==> src/rtl/beu_pkg.sv <==
package beu_pkg;
  localparam int unsigned WORD_CMD   = 0;
  localparam int unsigned WORD_PSTAT = 1;
  localparam int unsigned WORD_ISTAT = 2;
  localparam int unsigned WORD_IEN   = 3;
  localparam int unsigned WORD_AADDR = 4;
  localparam int unsigned WORD_PADDR = 5;
  localparam int unsigned WORD_MISC  = 6;
  localparam int unsigned NUM_PCI_SRC = 3;
  localparam int unsigned NUM_SRC     = NUM_PCI_SRC + 1;
endpackage

==> src/rtl/beu_sticky.sv <==
module beu_sticky #(
  parameter int unsigned W = 3
) (
  input  logic         clk,
  input  logic         rst_n,
  input  logic [W-1:0] set_i,
  input  logic [W-1:0] clr_i,
  output logic [W-1:0] q_o
);
  // set has priority over clear in the same cycle
  always_ff @(posedge clk or negedge rst_n) begin
    if (!rst_n) q_o <= '0;
    else        q_o <= (q_o & ~clr_i) | set_i;
  end
endmodule

==> src/rtl/beu_addr_cap.sv <==
module beu_addr_cap #(
  parameter int unsigned AW = 32
) (
  input  logic          clk,
  input  logic          rst_n,
  input  logic          load_i,
  input  logic [AW-1:0] addr_i,
  output logic [AW-1:0] q_o
);
  always_ff @(posedge clk or negedge rst_n) begin
    if (!rst_n)      q_o <= '0;
    else if (load_i) q_o <= addr_i;
  end
endmodule

==> src/rtl/beu_irq_merge.sv <==
module beu_irq_merge #(
  parameter int unsigned N = 4
) (
  input  logic         clk,
  input  logic         rst_n,
  input  logic [N-1:0] stat_i,
  input  logic [N-1:0] en_i,
  output logic         irq_o
);
  logic [N-1:0] hit;
  always_comb hit = stat_i & en_i;

  always_ff @(posedge clk or negedge rst_n) begin
    if (!rst_n) irq_o <= 1'b0;
    else        irq_o <= |hit;
  end
endmodule

==> src/rtl/bridge_err_irq.sv <==
module bridge_err_irq
  import beu_pkg::*;
#(
  parameter int unsigned ADDR_W = 32,
  parameter int unsigned DATA_W = 32,
  parameter int unsigned REG_AW = 5
) (
  input  logic              clk,
  input  logic              rst_n,
  input  logic              ev_rx_tabort,
  input  logic              ev_tx_tabort,
  input  logic              ev_rd_parity_bad,
  input  logic              ev_perr_seen,
  input  logic [ADDR_W-1:0] ev_pci_addr,
  input  logic              ev_ahb_err,
  input  logic [ADDR_W-1:0] ev_ahb_addr,
  input  logic              reg_wr,
  input  logic [REG_AW-1:0] reg_addr,
  input  logic [DATA_W-1:0] reg_wdata,
  output logic [DATA_W-1:0] reg_rdata,
  output logic              sys_irq,
  output logic              pci_inta_out
);
  localparam int unsigned IDX_W = REG_AW - 2;
  localparam int unsigned NWORD = 1 << IDX_W;

  logic [IDX_W-1:0] widx;
  logic [NWORD-1:0] wr_hit;
  assign widx = reg_addr[REG_AW-1:2];

  genvar gi;
  generate
    for (gi = 0; gi < NWORD; gi++) begin : g_dec
      assign wr_hit[gi] = reg_wr && (widx == IDX_W'(gi));
    end
  endgenerate

  logic cmd_per;
  logic [NUM_SRC-1:0] irq_en;
  logic misc_wr;
  assign misc_wr = wr_hit[WORD_MISC];

  always_ff @(posedge clk or negedge rst_n) begin
    if (!rst_n) begin
      cmd_per      <= 1'b0;
      irq_en       <= '0;
      pci_inta_out <= 1'b0;
    end else begin
      if (wr_hit[WORD_CMD]) cmd_per      <= reg_wdata[0];
      if (wr_hit[WORD_IEN]) irq_en       <= reg_wdata[NUM_SRC-1:0];
      if (misc_wr)          pci_inta_out <= reg_wdata[0];
    end
  end

  logic [NUM_PCI_SRC-1:0] pci_set, pci_clr, pci_stat;
  logic ahb_stat, ahb_clr;

  assign pci_set = {(ev_rd_parity_bad | ev_perr_seen) & cmd_per,
                    ev_tx_tabort, ev_rx_tabort};
  assign pci_clr = wr_hit[WORD_PSTAT] ? reg_wdata[NUM_PCI_SRC-1:0] : '0;
  assign ahb_clr = wr_hit[WORD_ISTAT] & reg_wdata[NUM_PCI_SRC];

  beu_sticky #(.W(NUM_PCI_SRC)) u_pci_stat (
    .clk(clk), .rst_n(rst_n), .set_i(pci_set), .clr_i(pci_clr), .q_o(pci_stat)
  );

  beu_sticky #(.W(1)) u_ahb_stat (
    .clk(clk), .rst_n(rst_n), .set_i(ev_ahb_err), .clr_i(ahb_clr), .q_o(ahb_stat)
  );

  // capture only while unlocked: AHB bit clear / all PCI bits clear
  logic ahb_load, pci_load;
  logic [ADDR_W-1:0] ahb_cap_addr, pci_cap_addr;
  assign ahb_load = ev_ahb_err & ~ahb_stat;
  assign pci_load = (|pci_set) & ~(|pci_stat);

  beu_addr_cap #(.AW(ADDR_W)) u_ahb_cap (
    .clk(clk), .rst_n(rst_n), .load_i(ahb_load), .addr_i(ev_ahb_addr), .q_o(ahb_cap_addr)
  );

  beu_addr_cap #(.AW(ADDR_W)) u_pci_cap (
    .clk(clk), .rst_n(rst_n), .load_i(pci_load), .addr_i(ev_pci_addr), .q_o(pci_cap_addr)
  );

  logic [NUM_SRC-1:0] irq_stat;
  assign irq_stat = {ahb_stat, pci_stat};

  beu_irq_merge #(.N(NUM_SRC)) u_irq (
    .clk(clk), .rst_n(rst_n), .stat_i(irq_stat), .en_i(irq_en), .irq_o(sys_irq)
  );

  always_comb begin
    reg_rdata = '0;
    case (widx)
      IDX_W'(WORD_CMD):   reg_rdata[0] = cmd_per;
      IDX_W'(WORD_PSTAT): reg_rdata[NUM_PCI_SRC-1:0] = pci_stat;
      IDX_W'(WORD_ISTAT): reg_rdata[NUM_SRC-1:0] = irq_stat;
      IDX_W'(WORD_IEN):   reg_rdata[NUM_SRC-1:0] = irq_en;
      IDX_W'(WORD_AADDR): reg_rdata[ADDR_W-1:0] = ahb_cap_addr;
      IDX_W'(WORD_PADDR): reg_rdata[ADDR_W-1:0] = pci_cap_addr;
      IDX_W'(WORD_MISC):  reg_rdata[0] = pci_inta_out;
      default:            reg_rdata = '0;
    endcase
  end

  logic unused_bits;
  assign unused_bits = ^{reg_addr[1:0], reg_wdata[DATA_W-1:NUM_SRC]};
endmodule

==> config.mk <==
export PLATFORM = sky130hd
export DESIGN_NAME = bridge_err_irq
export DESIGN_NICKNAME = d
export VERILOG_FILES = /design/src/rtl/beu_pkg.sv /design/src/rtl/beu_sticky.sv /design/src/rtl/beu_addr_cap.sv /design/src/rtl/beu_irq_merge.sv /design/src/rtl/bridge_err_irq.sv
export SDC_FILE = /design/constraint.sdc
export NUM_CORES = 1
export LEC_CHECK = 0
export BUFFER_PORTS_ARGS = -buffer_cell sky130_fd_sc_hd__buf_2
export CORE_UTILIZATION = 50
export CTS_BUF_LIST = sky130_fd_sc_hd__clkbuf_4 sky130_fd_sc_hd__clkbuf_8
export CTS_CLUSTER_DIAMETER = 80
export CTS_CLUSTER_SIZE = 25
export DETAILED_ROUTE_END_ITERATION = 16
export HOLD_SLACK_MARGIN = 0.05
export PLACE_DENSITY = 0.82
export SYNTH_ARGS = -nofsm -noshare
export SYNTH_HDL_FRONTEND = slang
export SYNTH_SLANG_ARGS = --single-unit
==> constraint.sdc <==
create_clock -name clk -period 1.61 [get_ports clk]
set_input_delay 0 -clock clk [delete_from_list [all_inputs] [get_ports clk]]
set_output_delay 0 -clock clk [all_outputs]
set_load 0.02 [all_outputs]
=== Yosys cells after proc, flatten, opt, wreduce, memory -nomap -nowiden ===
Cells that the tools add are included.

* Register bits after elaboration: 75
* Latch bits: 0
* Memory bits (writable): 0
* ROM bits: 0
* Input port bits: 109
* Output and inout bits: 34
* Word-level logic and storage cells: 43
* Memories: 0

* Add/sub/neg operators: 0
* Multiply operators: 0
* Divide/modulo/power cells: 0
* Magnitude comparators: 0
* Equal/unequal tests: 6
* Shifts and indexed selects: 0
* Multiplexer cells: 5
* Bitwise logic cells: 14
* Reductions and logical operators: 10

{| class="wikitable"
|+ Operators with widths
! kind !! number
|-
| 28-bit case mux with 2 select lines || 1
|-
| 3-bit == test (second input constant) || 3
|-
| 2-bit case mux with 4 select lines || 1
|-
| 3-bit by 2-bit == test with 1-bit output (second input constant) || 2
|-
| 1-bit case mux with 6 select lines || 1
|-
| 3-bit OR reduction || 2
|-
| 1-bit bitwise AND || 5
|-
| 1-bit logical AND || 5
|-
| 4-bit bitwise AND || 1
|-
| 1-bit case mux with 4 select lines || 1
|-
| 4-bit OR reduction || 1
|-
| 3-bit bitwise AND || 1
|-
| 3-bit by 1-bit == test with 1-bit output (second input constant) || 1
|-
| 3-bit logical NOT || 1
|-
| 3-bit two-way mux || 1
|-
| 1-bit NOT || 3
|-
| 3-bit NOT || 1
|-
| 3-bit OR || 1
|-
| 1-bit OR || 2
|-
| 2-bit OR reduction || 1
|}

=== Depth between registers and ports, before layout ===
Gate-level depths: netlist of run 1.

* Depth in word-level cells: 6
* Mapped depth: 6
* Mapped depth without buffers: 4

=== By module ===
Synthesis of run 1 repeated with hierarchy kept, for this count alone.

* Cells, all modules: 266
* Area, all modules: 3803.6 um^2

{| class="wikitable"
|+ Modules (own cells, without submodules)
! module !! instances !! cells an instance !! area each (um^2) !! sequential area each (um^2)
|-
| beu_addr_cap || 2 || 68 || 1345.0 || 800.8
|-
| bridge_err_irq || 1 || 114 || 924.6 || 150.1
|-
| beu_sticky (u_pci_stat) || 1 || 9 || 108.9 || 75.1
|-
| beu_irq_merge || 1 || 4 || 43.8 || 25.0
|-
| beu_sticky (u_ahb_stat) || 1 || 3 || 36.3 || 25.0
|}

=== Worst setup path after synthesis of run 1 ===
Ideal clock, no wire load.

* Path type: register to register
* Start point: register u_pci_stat.q_o[1]
* End point: register u_pci_cap.q_o[10]
* Library setup time: 0.125 ns
* Data arrival time: 1.272 ns
* Required time: 1.485 ns
* Path slack: 0.213 ns
* Stages on the path, launching flop included: 5
* Path buffers: 1
* Clock period less this slack: 1.397 ns
* Cell sequence: dfrtp_1 nor3_1 o31a_4 buf_6 mux2_4

* Word-level cells in the longest chain between the ends: 3

{| class="wikitable"
|+ Ends and longest elaborated chain
! element !! line !! source
|-
| start: declaration || beu_sticky.sv:8 || <nowiki>output logic [W-1:0] q_o</nowiki>
|-
| start signal: assignment || beu_sticky.sv:13 || <nowiki>else q_o <= (q_o & ~clr_i) | set_i;</nowiki>
|-
| 3-bit OR reduction || bridge_err_irq.sv:75 || <nowiki>assign pci_load = (|pci_set) & ~(|pci_stat);</nowiki>
|-
| 1-bit NOT || bridge_err_irq.sv:75 ||
|-
| 1-bit bitwise AND || bridge_err_irq.sv:75 ||
|-
| end signal: assignment || beu_addr_cap.sv:12 || <nowiki>else if (load_i) q_o <= addr_i;</nowiki>
|-
| end: declaration || beu_addr_cap.sv:8 || <nowiki>output logic [AW-1:0] q_o</nowiki>
|}

No other way between the ends.
A chain may end at the register's enable or synchronous reset.

=== Worst setup path after layout of run 1 ===
* Start point: register u_pci_stat.q_o[1]
* End point: register u_pci_cap.q_o[31]

Same word-level chain as after synthesis.

==> impl_metrics.prom, run 1 <==
# TYPE chip_impl_metric gauge
chip_impl_metric{name="critical-path-max-stage-delay",unit="ps"} 430
chip_impl_metric{name="synth.mux.area_fraction",unit="%"} 34.5
chip_impl_metric{name="area_share_of_xor_xnor_cells_in_the_synthesized_design",unit="%"} 0.245
chip_impl_metric{name="sequential_group_share_of_total_power",unit="%"} 50.2
chip_impl_metric{name="p_per_area",unit="mW/mm^2"} 893
chip_impl_metric{name="setup_viol",unit=""} 0
chip_impl_metric{name="ys_ff_latch",unit=""} 75
chip_impl_metric{name="detail_route.wl_per_cell",unit="um"} 16.4
chip_impl_metric{name="syn_inst",unit=""} 261
chip_impl_metric{name="drv_slew",unit=""} 0
chip_impl_metric{name="synth_area",unit="mm^2"} 0.00357
chip_impl_metric{name="area_growth",unit="%"} 47.7
chip_impl_metric{name="synth_enable_flop_cells",unit=""} 0
chip_impl_metric{name="synth-warning-count",unit=""} 0
chip_impl_metric{name="yosys.cell_types.count",unit=""} 29
chip_impl_metric{name="worst_skew_pair.late_latency",unit="ps"} 340
chip_impl_info{name="synth_common_cells",value="75 x sky130_fd_sc_hd__dfrtp_1, 39 x sky130_fd_sc_hd__mux2_2, 32 x sky130_fd_sc_hd__mux2i_1"} 1
chip_impl_info{name="path_cells",value="nor3_2 > o31a_4 > buf_12 > mux2_2"} 1
chip_impl_info{name="cts_root_buffer",value="sky130_fd_sc_hd__clkbuf_8"} 1
chip_impl_info{name="tritoncts",value="yes"} 1
chip_impl_metric{name="maximum_fanout_along_the_worst_path",unit=""} 18
chip_impl_metric{name="p_leak",unit="nW"} 2.56
chip_impl_metric{name="final-hold-violation-count",unit=""} 0
chip_impl_metric{name="crit_buf_inv",unit=""} 1
chip_impl_metric{name="ys_async_sr_fraction",unit="%"} 100
chip_impl_metric{name="postCtsSetupBuffers",unit=""} 0
chip_impl_metric{name="timing.critical_path.required",unit="ps"} 1830
chip_impl_metric{name="max-clock-path-buffers",unit=""} 2
chip_impl_info{name="timing_worst_setup_path_type",value="reg2reg"} 1
chip_impl_metric{name="antenna_violating_nets_post_route",unit=""} 0
chip_impl_info{name="worstSetupEndpointType",value="flop"} 1
chip_impl_metric{name="p_sw_share",unit="%"} 25.3
chip_impl_metric{name="finalWorstPathRequiredPeriod",unit="ps"} 1530
chip_impl_metric{name="gpl.final_weighted_congestion",unit=""} 0.774
chip_impl_metric{name="design_area",unit="mm^2"} 0.00528
chip_impl_metric{name="grt_pass1_wl",unit="mm"} 15.1
chip_impl_info{name="postSynth.topFlopCell",value="sky130_fd_sc_hd__dfrtp_1"} 1
chip_impl_metric{name="via_per_inst",unit=""} 5.09
chip_impl_metric{name="die_height",unit="um"} 86.5
chip_impl_metric{name="core_area",unit="mm^2"} 0.00683
chip_impl_metric{name="port_buffers",unit=""} 112
chip_impl_metric{name="clock_sinks",unit=""} 75
chip_impl_metric{name="vdd_ir_drop_max",unit="mV"} 0.499
chip_impl_info{name="synth.largest_area_cell",value="sky130_fd_sc_hd__dfrtp_1"} 1
chip_impl_metric{name="grt_overflow_total",unit=""} 0
chip_impl_metric{name="via_count",unit=""} 2824
chip_impl_metric{name="synth_simple_gate_area_share",unit="%"} 6.13
chip_impl_metric{name="post-layout-total-power",unit="mW"} 4.72
chip_impl_metric{name="dpl-instance-area",unit="mm^2"} 0.00430
chip_impl_metric{name="nets",unit=""} 565
chip_impl_metric{name="synth_adder_area_share",unit="%"} 0.350
chip_impl_metric{name="cts-buffers-inserted",unit=""} 9
chip_impl_metric{name="switchingPower",unit="mW"} 1.19
chip_impl_metric{name="syn_avg_cell_area",unit="um^2"} 13.7
chip_impl_metric{name="dp_hpwl",unit="mm"} 5.25
chip_impl_metric{name="syn-num-nets",unit=""} 371
chip_impl_metric{name="drt_first_pass_iters",unit=""} 4
chip_impl_metric{name="sequential_element_share_of_the_synthesized_area",unit="%"} 52.5
chip_impl_metric{name="route.detailed.drc",unit=""} 0
chip_impl_metric{name="worst_pin_slew",unit="ps"} 513
chip_impl_info{name="outcome",value="finished clean"} 1
chip_impl_info{name="holdCritPathClass",value="in2async"} 1
chip_impl_metric{name="n_antenna_cell",unit=""} 0
chip_impl_metric{name="reported_max_cap_violation_count",unit=""} 0
chip_impl_metric{name="rows",unit=""} 30
chip_impl_metric{name="final-seq-area",unit="mm^2"} 0.00188
chip_impl_metric{name="die_w",unit="um"} 86.5
chip_impl_metric{name="htreeDepth",unit=""} 3
chip_impl_metric{name="multi_input_area",unit="mm^2"} 0.00161
chip_impl_metric{name="setup_skew",unit="ps"} 10.8
chip_impl_metric{name="post-synth-top-area-fraction",unit="%"} 52.5
chip_impl_metric{name="routed_wl",unit="mm"} 9.12
chip_impl_metric{name="detail_route.iter0.violations",unit=""} 79
chip_impl_metric{name="initial_core_util",unit="%"} 52.3
chip_impl_metric{name="critical_path_arrival",unit="ps"} 1750
chip_impl_metric{name="grt_use_total",unit="%"} 26.8
chip_impl_info{name="cell_types_occupying_the_most_area_after_synthesis",value="sky130_fd_sc_hd__dfrtp_1 53%, sky130_fd_sc_hd__mux2_4 13%, sky130_fd_sc_hd__mux2_2 12%"} 1
chip_impl_metric{name="layout-drive-gt1-share",unit="%"} 45.5
chip_impl_metric{name="finish.cell_count_without_fillers",unit=""} 555
chip_impl_metric{name="tns",unit="ps"} 0
chip_impl_metric{name="combPwrFrac",unit="%"} 20.1
chip_impl_metric{name="vias_in_the_first_global_route",unit=""} 3265
chip_impl_metric{name="worst_setup_hold_path_clk_slew",unit="ps"} 80
chip_impl_metric{name="dieArea",unit="mm^2"} 0.00749
chip_impl_metric{name="dpl_cells",unit=""} 462
chip_impl_metric{name="p_clk_share",unit="%"} 29.7
chip_impl_metric{name="fmaxAchievable",unit="MHz"} 653
chip_impl_metric{name="whs",unit="ps"} 171
chip_impl_info{name="slowest_stage",value="sky130_fd_sc_hd__dfrtp_1"} 1
chip_impl_metric{name="synth_compound_area_share",unit="%"} 3.57
chip_impl_metric{name="n_fill_cell",unit=""} 423
chip_impl_metric{name="power_report.internal_total",unit="mW"} 3.52
chip_impl_metric{name="worst_slew_margin_rel",unit="%"} 65.8
chip_impl_info{name="crit_path_start_kind",value="flop"} 1
chip_impl_metric{name="antenna_found_initial",unit=""} 0
chip_impl_metric{name="num_io_pins",unit=""} 143
chip_impl_metric{name="min_period_over_period",unit="%"} 95.1
chip_impl_info{name="synth_top_family_by_area",value="multiplexers"} 1
chip_impl_info{name="cell_type_group_with_the_largest_total_delay_on_the_critical_path",value="flip-flops"} 1
chip_impl_metric{name="largest_net_degree_at_the_start_of_global_routing",unit=""} 39
chip_impl_info{name="cell_with_the_most_instances_after_synthesis",value="sky130_fd_sc_hd__dfrtp_1"} 1
chip_impl_info{name="setup_repair_after_global_routing_missed_its_margin",value="false"} 1
[sequential cells by signal, indices dropped and copies added (netlist names)]
register / cells
u_irq.irq_o: 1
u_pci_stat.q_o: 3
u_pci_cap.q_o: 32
cmd_per: 1
u_ahb_stat.q_o: 1
irq_en: 4
pci_inta_out: 1
u_ahb_cap.q_o: 32
[worst paths after layout]
check                                        from                 to  slack [ps]  depth (start not counted)
worst max-delay path            u_pci_stat.q_o[1]  u_pci_cap.q_o[31]          80                          4
min in group clk                      reg_addr[3]            cmd_per         180                          3
worst min-delay path                        rst_n  u_pci_cap.q_o[14]         170                          2
worst min register to register  u_ahb_cap.q_o[23]  u_ahb_cap.q_o[23]         510                          1
max in group asynchronous                   rst_n  u_pci_cap.q_o[21]         850                          3
worst max register to register  u_pci_stat.q_o[1]  u_pci_cap.q_o[31]          80                          4
[worst register-to-register path: stages (launching register included)]
cell	delay [ps]
sky130_fd_sc_hd__dfrtp_1	430
sky130_fd_sc_hd__nor3_2	220
sky130_fd_sc_hd__o31a_4	210
sky130_fd_sc_hd__buf_12	190
sky130_fd_sc_hd__mux2_2	370
[per-layer routing]
| layer | vias up | share of wire [%] | GRT usage, % |
|---|---|---|---|
| met4 | 0 | 2.1 | 13.0 |
| met5 | - | 0 | 0 |
| li1 | 1310 | - | - |
| met1 | 1396 | 40 | 30.5 |
| met2 | 97 | 53 | 47.9 |
| met3 | 21 | 4.5 | 5.52 |
[through the flow]
step / utilization (%) / setup WS, ps
after CTS: 77.2 / 52.7
after floorplan: - / 213
after global placement: 63.0 / 105
final: 77.3 / 78.4
after detailed placement: 63.0 / 63.8
after global routing: 77.3 / 32.3
[repair_timing]
item / in CTS / in global routing
hold buffers: 78 / 0
gates resized for setup: 0 / 1
hold endpoints to repair: 146 / 0
endpoints found under the setup margin: 0 / 2
[placed cells by master (no fill, tap or decap), drive strengths merged]
cell	count
clkbuf	10
and4bb	1
a221o	1
bufinv	1
nand3	2
o22ai	2
clkinv	4
nor2	28
xor2	1
dfrtp	75
mux2	71
a21o	4
a21oi	1
nand2	7
mux2i	32
nor3	1
nor2b	4
dlygate4sd3	78
nand3b	1
or3	1
o31a	1
buf	121
inv	1
and2	1
a22oi	4
o211ai	1
ha	1
o21a	2
nor3b	2
[logic make-up (layout without fill, tap and decap cells)]
| kind of cell | Yosys count | after routing |
|---|---|---|
| AND/OR/NAND/NOR | 48 | 48 |
| multiplexers | 103 | 103 |
| buffers and inverters | 17 | 215 |
| AO/OA/AOI/OAI | 16 | 16 |
| XOR/XNOR | 1 | 1 |
| flip-flops | 75 | 75 |
| adder cells (fa/ha/maj) | 1 | 1 |
[power by group through the flow]
stage | logic, mW | registers (mW) | clock network [mW]
after global placement | 0.744 | 2.37 | 0
after detailed placement | 0.776 | 2.39 | 0
after CTS | 0.933 | 2.36 | 1.44
after floorplan | 0.518 | 2.35 | 0
final | 0.947 | 2.37 | 1.40
after global routing | 1.04 | 2.40 | 1.50
[area by class of cell]
| class | count | share of cell area, % |
|---|---|---|
| Timing Repair Buffer | 199 | 27.9 |
| Sequential cell | 75 | 35.6 |
| Inverter | 1 | 0.0711 |
| Clock inverter | 5 | 1.02 |
| Tap cell | 96 | 2.28 |
| Clock buffer | 10 | 2.61 |
| Multi-Input combinational cell | 169 | 30.6 |
(Power assumes the default switching activity.)
==> run 2, diff against run 1 <==
MAX_ROUTING_LAYER = met4   (was default)
==> impl_metrics.prom, run 2 (same netlist as run 1, synthesis figures left out) <==
# TYPE chip_impl_metric gauge
chip_impl_info{name="critical_path_endpoint",value="u_pci_cap.q_o[31]"} 1
chip_impl_info{name="outcome",value="finished clean"} 1
chip_impl_metric{name="initial_core_util",unit="%"} 52.3
chip_impl_metric{name="cts-buffers-inserted",unit=""} 9
chip_impl_metric{name="port_buffers",unit=""} 112
chip_impl_metric{name="ff2ff_setup_slack",unit="ps"} 80
chip_impl_metric{name="timing.reg2reg.worst_path_depth",unit=""} 4
chip_impl_metric{name="worst_setup_hold_path_clk_slew",unit="ps"} 80
chip_impl_metric{name="setup_skew",unit="ps"} 10.1
chip_impl_info{name="worstReg2RegStart",value="u_pci_stat.q_o[1]"} 1
chip_impl_metric{name="fmaxAchievable",unit="MHz"} 653
chip_impl_metric{name="area_growth",unit="%"} 47.7
chip_impl_metric{name="layout-drive-gt1-share",unit="%"} 45.5
chip_impl_metric{name="antenna_violating_nets_post_route",unit=""} 0
chip_impl_info{name="worstSetupEndpointType",value="flop"} 1
chip_impl_info{name="mostFrequentLayoutCell",value="sky130_fd_sc_hd__buf_2"} 1
chip_impl_metric{name="drt_first_pass_iters",unit=""} 4
chip_impl_metric{name="final_core_utilization",unit="%"} 77.3
chip_impl_metric{name="critical-path-max-stage-delay",unit="ps"} 430
chip_impl_metric{name="n_antenna_cell",unit=""} 0
chip_impl_metric{name="timing.critical_path.required",unit="ps"} 1830
chip_impl_metric{name="dieArea",unit="mm^2"} 0.00749
chip_impl_metric{name="clock_sinks",unit=""} 75
chip_impl_metric{name="postCtsSetupBuffers",unit=""} 0
chip_impl_metric{name="path_depth",unit=""} 4
chip_impl_metric{name="die_w",unit="um"} 86.5
chip_impl_metric{name="grt_util_met2",unit="%"} 48.2
chip_impl_info{name="reg2reg_to",value="u_pci_cap.q_o[31]"} 1
chip_impl_metric{name="vdd_ir_drop_max",unit="mV"} 0.498
chip_impl_metric{name="via_count",unit=""} 2866
chip_impl_info{name="setup_repair_after_global_routing_missed_its_margin",value="false"} 1
chip_impl_metric{name="combPwrFrac",unit="%"} 20.1
chip_impl_metric{name="via_per_inst",unit=""} 5.16
chip_impl_metric{name="switchingPower",unit="mW"} 1.20
chip_impl_metric{name="sequential_group_share_of_total_power",unit="%"} 50.2
chip_impl_info{name="path_cells",value="nor3_2 > o31a_4 > buf_12 > mux2_2"} 1
chip_impl_metric{name="maximum_fanout_along_the_worst_path",unit=""} 18
chip_impl_info{name="holdCritPathClass",value="in2async"} 1
chip_impl_metric{name="rows",unit=""} 30
chip_impl_metric{name="p_sw_share",unit="%"} 25.4
chip_impl_metric{name="max-clock-path-buffers",unit=""} 2
chip_impl_metric{name="min_period_over_period",unit="%"} 95.1
chip_impl_metric{name="p_clk_share",unit="%"} 29.7
chip_impl_metric{name="routed_wl",unit="mm"} 9.18
chip_impl_metric{name="core_area",unit="mm^2"} 0.00683
chip_impl_metric{name="dp_hpwl",unit="mm"} 5.25
chip_impl_info{name="crit_path_start_kind",value="flop"} 1
chip_impl_metric{name="met3_usage",unit="%"} 4.38
chip_impl_info{name="grt_busiest_layer",value="met2"} 1
chip_impl_metric{name="critical_path_arrival",unit="ps"} 1750
chip_impl_metric{name="nets",unit=""} 565
chip_impl_metric{name="post-layout-total-power",unit="mW"} 4.72
chip_impl_info{name="most-common-layout-cells",value="111 x sky130_fd_sc_hd__buf_2, 78 x sky130_fd_sc_hd__dlygate4sd3_1, 75 x sky130_fd_sc_hd__dfrtp_1"} 1
chip_impl_metric{name="p_per_area",unit="mW/mm^2"} 894
chip_impl_info{name="tritoncts",value="yes"} 1
chip_impl_metric{name="grt_overflow_total",unit=""} 0
chip_impl_metric{name="worst_skew_pair.late_latency",unit="ps"} 340
chip_impl_metric{name="met1_usage",unit="%"} 31.1
chip_impl_metric{name="crit_buf_inv",unit=""} 1
chip_impl_metric{name="htreeDepth",unit=""} 3
chip_impl_metric{name="num_io_pins",unit=""} 143
chip_impl_metric{name="vias_in_the_first_global_route",unit=""} 3268
chip_impl_metric{name="drv_slew",unit=""} 0
chip_impl_info{name="top_regs",value="u_ahb_cap.q_o (32), u_pci_cap.q_o (32), irq_en (4)"} 1
chip_impl_metric{name="p_leak",unit="nW"} 2.56
chip_impl_info{name="cp-startpoint",value="u_pci_stat.q_o[1]"} 1
chip_impl_metric{name="grt_pass1_wl",unit="mm"} 15.1
chip_impl_metric{name="antenna_found_initial",unit=""} 0
chip_impl_metric{name="worst_pin_slew",unit="ps"} 517
chip_impl_metric{name="largest_net_degree_at_the_start_of_global_routing",unit=""} 39
chip_impl_metric{name="grt_use_total",unit="%"} 27.6
chip_impl_info{name="cell_type_group_with_the_largest_total_delay_on_the_critical_path",value="flip-flops"} 1
chip_impl_info{name="slowest_stage",value="sky130_fd_sc_hd__dfrtp_1"} 1
chip_impl_info{name="timing_worst_setup_path_type",value="reg2reg"} 1
chip_impl_metric{name="gpl.final_weighted_congestion",unit=""} 0.785
chip_impl_metric{name="power_report.internal_total",unit="mW"} 3.52
chip_impl_metric{name="detail_route.wl_per_cell",unit="um"} 16.5
chip_impl_metric{name="detail_route.iter0.violations",unit=""} 84
chip_impl_metric{name="setup_viol",unit=""} 0
chip_impl_metric{name="reported_max_cap_violation_count",unit=""} 0
chip_impl_metric{name="worst_slew_margin_rel",unit="%"} 65.5
chip_impl_metric{name="tns",unit="ps"} 0
chip_impl_metric{name="route.detailed.drc",unit=""} 0
chip_impl_metric{name="finalWorstPathRequiredPeriod",unit="ps"} 1530
chip_impl_metric{name="die_height",unit="um"} 86.5
chip_impl_metric{name="whs",unit="ps"} 172
chip_impl_metric{name="final-hold-violation-count",unit=""} 0
chip_impl_info{name="cts_root_buffer",value="sky130_fd_sc_hd__clkbuf_8"} 1
-- run 2: cell counts in the layout (fill, tap and decap cells not counted) --
No cell type changed its count.
-- run 2: routing by layer --
layer  wire, um  vias up
li1           -     1313
met1       3700     1425
met2       4930      106
met3        361       22
met4        188        0
met5          0        -
-- run 2: final cells by class --
type / instances / area [um^2]
well taps: 96 / 120
flip-flops and latches: 75 / 1880
clock buffers: 10 / 138
multi-input cells: 169 / 1610
clock inverters: 5 / 53.8
inverters: 1 / 3.75
repair buffers: 199 / 1470
fillers: 423 / 1550
-- run 2: worst register-to-register path, cell delays in order, from the launching register on --
cell	delay, ps
sky130_fd_sc_hd__dfrtp_1	430
sky130_fd_sc_hd__nor3_2	220
sky130_fd_sc_hd__o31a_4	200
sky130_fd_sc_hd__buf_12	190
sky130_fd_sc_hd__mux2_2	370
-- run 2: stage by stage --
stage	area (um^2)	std cells	worst slack (ps)
final	5280	555	78.9
after global routing	5280	555	32.2
after CTS	5270	555	52.7
after detailed placement	4300	462	63.8
after global placement	4300	462	105
after floorplan	3570	261	213
-- run 2: power by group through the flow --
stage	Combinational [mW]	Clock [mW]	Sequential, mW
after global routing	1.04	1.50	2.40
after CTS	0.933	1.44	2.36
final	0.949	1.40	2.37
after floorplan	0.518	0	2.35
after detailed placement	0.776	0	2.39
after global placement	0.744	0	2.37
-- run 2: timing repair --
action | CTS | global route
hold buffers | 78 | 0
resized for setup | 0 | 1
hold endpoints to repair | 146 | 0
setup endpoints to repair | 0 | 2
-- run 2: worst min path at each step --
stage | start | to | slack, ps
6_report | rst_n | u_pci_cap.q_o[14] | 170
5_1_grt | reg_addr[3] | cmd_per | 210
4_1_cts | reg_addr[3] | cmd_per | 160
3_5_place_dp | rst_n | u_ahb_cap.q_o[17] | 6
3_3_place_gp | rst_n | u_ahb_cap.q_o[17] | 3
2_1_floorplan | rst_n | cmd_per | -300
==> run 3, diff against run 2 <==
SETUP_SLACK_MARGIN = 0.5   (was default)
==> impl_metrics.prom, run 3 (same netlist as run 1, synthesis figures left out) <==
# TYPE chip_impl_metric gauge
chip_impl_metric{name="worst_slew_margin_rel",unit="%"} 77.0
chip_impl_metric{name="initial_core_util",unit="%"} 52.3
chip_impl_metric{name="die_height",unit="um"} 86.5
chip_impl_metric{name="tns",unit="ps"} 0
chip_impl_info{name="timing_worst_setup_path_type",value="reg2reg"} 1
chip_impl_metric{name="final-hold-violation-count",unit=""} 0
chip_impl_metric{name="worst_skew_pair.late_latency",unit="ps"} 350
chip_impl_metric{name="grt_overflow_total",unit=""} 0
chip_impl_metric{name="setup_skew",unit="ps"} 17.8
chip_impl_metric{name="finalWorstPathRequiredPeriod",unit="ps"} 1490
chip_impl_metric{name="final-seq-area",unit="mm^2"} 0.00188
chip_impl_metric{name="area_growth",unit="%"} 60.2
chip_impl_metric{name="worst_pin_slew",unit="ps"} 343
chip_impl_metric{name="setup_viol",unit=""} 0
chip_impl_metric{name="detail_route.wl_per_cell",unit="um"} 18.6
chip_impl_metric{name="vdd_ir_drop_max",unit="mV"} 0.709
chip_impl_metric{name="vias_in_the_first_global_route",unit=""} 3266
chip_impl_metric{name="dp_hpwl",unit="mm"} 5.46
chip_impl_metric{name="reported_max_cap_violation_count",unit=""} 0
chip_impl_metric{name="gpl.final_weighted_congestion",unit=""} 0.881
chip_impl_info{name="worstSetupEndpointType",value="flop"} 1
chip_impl_metric{name="post-route-worst-setup-slack",unit="ps"} 116
chip_impl_metric{name="dieArea",unit="mm^2"} 0.00749
chip_impl_info{name="cell_type_group_with_the_largest_total_delay_on_the_critical_path",value="compound AO/OA/AOI/OAI gates"} 1
chip_impl_metric{name="multi_input_area",unit="mm^2"} 0.00175
chip_impl_metric{name="p_leak",unit="nW"} 2.83
chip_impl_info{name="most-common-layout-cells",value="107 x sky130_fd_sc_hd__buf_2, 75 x sky130_fd_sc_hd__dfrtp_1, 73 x sky130_fd_sc_hd__dlygate4sd3_1"} 1
chip_impl_metric{name="fmaxAchievable",unit="MHz"} 669
chip_impl_metric{name="clock_sinks",unit=""} 75
chip_impl_info{name="cts_root_buffer",value="sky130_fd_sc_hd__clkbuf_8"} 1
chip_impl_metric{name="core_area",unit="mm^2"} 0.00683
chip_impl_metric{name="nets",unit=""} 591
chip_impl_metric{name="p_per_area",unit="mW/mm^2"} 888
chip_impl_info{name="setup_repair_after_global_routing_missed_its_margin",value="true"} 1
chip_impl_info{name="path_cells",value="o21a_1 > o31a_4 > buf_12 > mux2_4"} 1
chip_impl_metric{name="htreeDepth",unit=""} 3
chip_impl_metric{name="die_w",unit="um"} 86.5
chip_impl_metric{name="via_per_inst",unit=""} 5.16
chip_impl_metric{name="min_period_over_period",unit="%"} 92.8
chip_impl_metric{name="drt_first_pass_iters",unit=""} 5
chip_impl_metric{name="pre_cts_ws",unit="ps"} 136
chip_impl_metric{name="n_fill_cell",unit=""} 344
chip_impl_metric{name="via_count",unit=""} 3005
chip_impl_metric{name="routed_wl",unit="mm"} 10.8
chip_impl_metric{name="detail_route.iter0.violations",unit=""} 102
chip_impl_metric{name="port_buffers",unit=""} 112
chip_impl_metric{name="n_antenna_cell",unit=""} 0
chip_impl_metric{name="grt_use_total",unit="%"} 29.2
chip_impl_metric{name="rows",unit=""} 30
chip_impl_info{name="mostFrequentLayoutCell",value="sky130_fd_sc_hd__buf_2"} 1
chip_impl_metric{name="route.detailed.drc",unit=""} 0
chip_impl_info{name="top_regs",value="u_ahb_cap.q_o (32), u_pci_cap.q_o (32), irq_en (4)"} 1
chip_impl_metric{name="antenna_found_initial",unit=""} 0
chip_impl_metric{name="antenna_violating_nets_post_route",unit=""} 0
chip_impl_metric{name="largest_net_degree_at_the_start_of_global_routing",unit=""} 35
chip_impl_metric{name="whs",unit="ps"} 94.0
chip_impl_metric{name="worst_setup_hold_path_clk_slew",unit="ps"} 80
chip_impl_info{name="crit_path_start_kind",value="flop"} 1
chip_impl_info{name="outcome",value="finished clean"} 1
chip_impl_info{name="tritoncts",value="yes"} 1
chip_impl_metric{name="layout-drive-gt1-share",unit="%"} 50.8
chip_impl_metric{name="ff2ff_setup_slack",unit="ps"} 120
chip_impl_metric{name="critical_path_arrival",unit="ps"} 1720
chip_impl_metric{name="maximum_fanout_along_the_worst_path",unit=""} 18
chip_impl_metric{name="drv_slew",unit=""} 0
chip_impl_metric{name="critical-path-max-stage-delay",unit="ps"} 420
chip_impl_metric{name="num_io_pins",unit=""} 143
chip_impl_metric{name="cts-buffers-inserted",unit=""} 9
chip_impl_metric{name="crit_buf_inv",unit=""} 1
chip_impl_info{name="slowest_stage",value="sky130_fd_sc_hd__dfrtp_1"} 1
chip_impl_metric{name="max-clock-path-buffers",unit=""} 2
chip_impl_info{name="holdCritPathClass",value="in2async"} 1
chip_impl_metric{name="timing.critical_path.required",unit="ps"} 1830
chip_impl_metric{name="grt_pass1_wl",unit="mm"} 15.8
==> run 3: cell types whose count changed in the layout (fill, tap and decap cells not counted), moves of 2 or more <==
cell                            before  now
sky130_fd_sc_hd__buf_6               0    5
sky130_fd_sc_hd__mux2_1              2    0
sky130_fd_sc_hd__a22oi_1             4    2
sky130_fd_sc_hd__buf_4               5   29
sky130_fd_sc_hd__mux2_2             39    9
sky130_fd_sc_hd__buf_16              0    2
sky130_fd_sc_hd__buf_12              5    7
sky130_fd_sc_hd__buf_2             111  107
sky130_fd_sc_hd__mux2_4             30   62
sky130_fd_sc_hd__dlygate4sd3_1      78   73
sky130_fd_sc_hd__a22oi_2             0    2
==> run 3: area by class of cell <==
type	instances	share of cell area [%]
flip-flops and latches	75	32.8
repair buffers	225	31.0
multi-input cells	169	30.6
clock buffers	11	2.54
well taps	96	2.10
clock inverters	5	0.918
inverters	1	0.0656
==> run 3: timing repair <==
item | CTS | global route
resized for setup | 16 | 6
hold buffers | 73 | 0
setup buffers | 10 | 16
pin swaps | 0 | 1
endpoints found under the hold margin | 149 | 0
endpoints found under the setup margin | 95 | 96
cloned | 2 | 1
==> run 3: worst paths after layout <==
kind,start,endpoint,cells past startpoint
setup / recovery,cmd_per,u_pci_cap.q_o[30],4
max in group asynchronous,rst_n,u_ahb_cap.q_o[31],3
setup reg to reg,cmd_per,u_pci_cap.q_o[30],4
hold reg to reg,u_ahb_cap.q_o[18],u_ahb_cap.q_o[18],1
hold / removal,rst_n,u_pci_cap.q_o[22],2
min in group clk,reg_addr[4],pci_inta_out,3
==> run 3: per-layer routing <==
layer	vias up	share of wire (%)	global-route usage [%]
li1	1368	-	-
met1	1489	40	33.6
met2	124	53	50.5
met3	24	4.9	6.29
met4	0	2.2	10.6
met5	-	0	-
==> run 3: per-stage QoR <==
stage | total power, mW | area, um^2 | cells | util [%]
floorplan | 3.00 | 3720 | 261 | -
global placement | 3.26 | 4430 | 464 | 64.9
detailed placement | 3.31 | 4430 | 464 | 64.9
CTS | 4.94 | 5560 | 565 | 81.3
global route | 5.28 | 5720 | 582 | 83.8
finish | 5.08 | 5720 | 582 | 83.8
==> run 3: power by group <==
part / switching (mW) / internal (mW) / leakage (nW)
Clock: 0.720 / 0.769 / 0.103
Combinational: 0.420 / 0.782 / 1.79
Sequential: 0.199 / 2.19 / 0.934
Total: 1.34 / 3.74 / 2.83
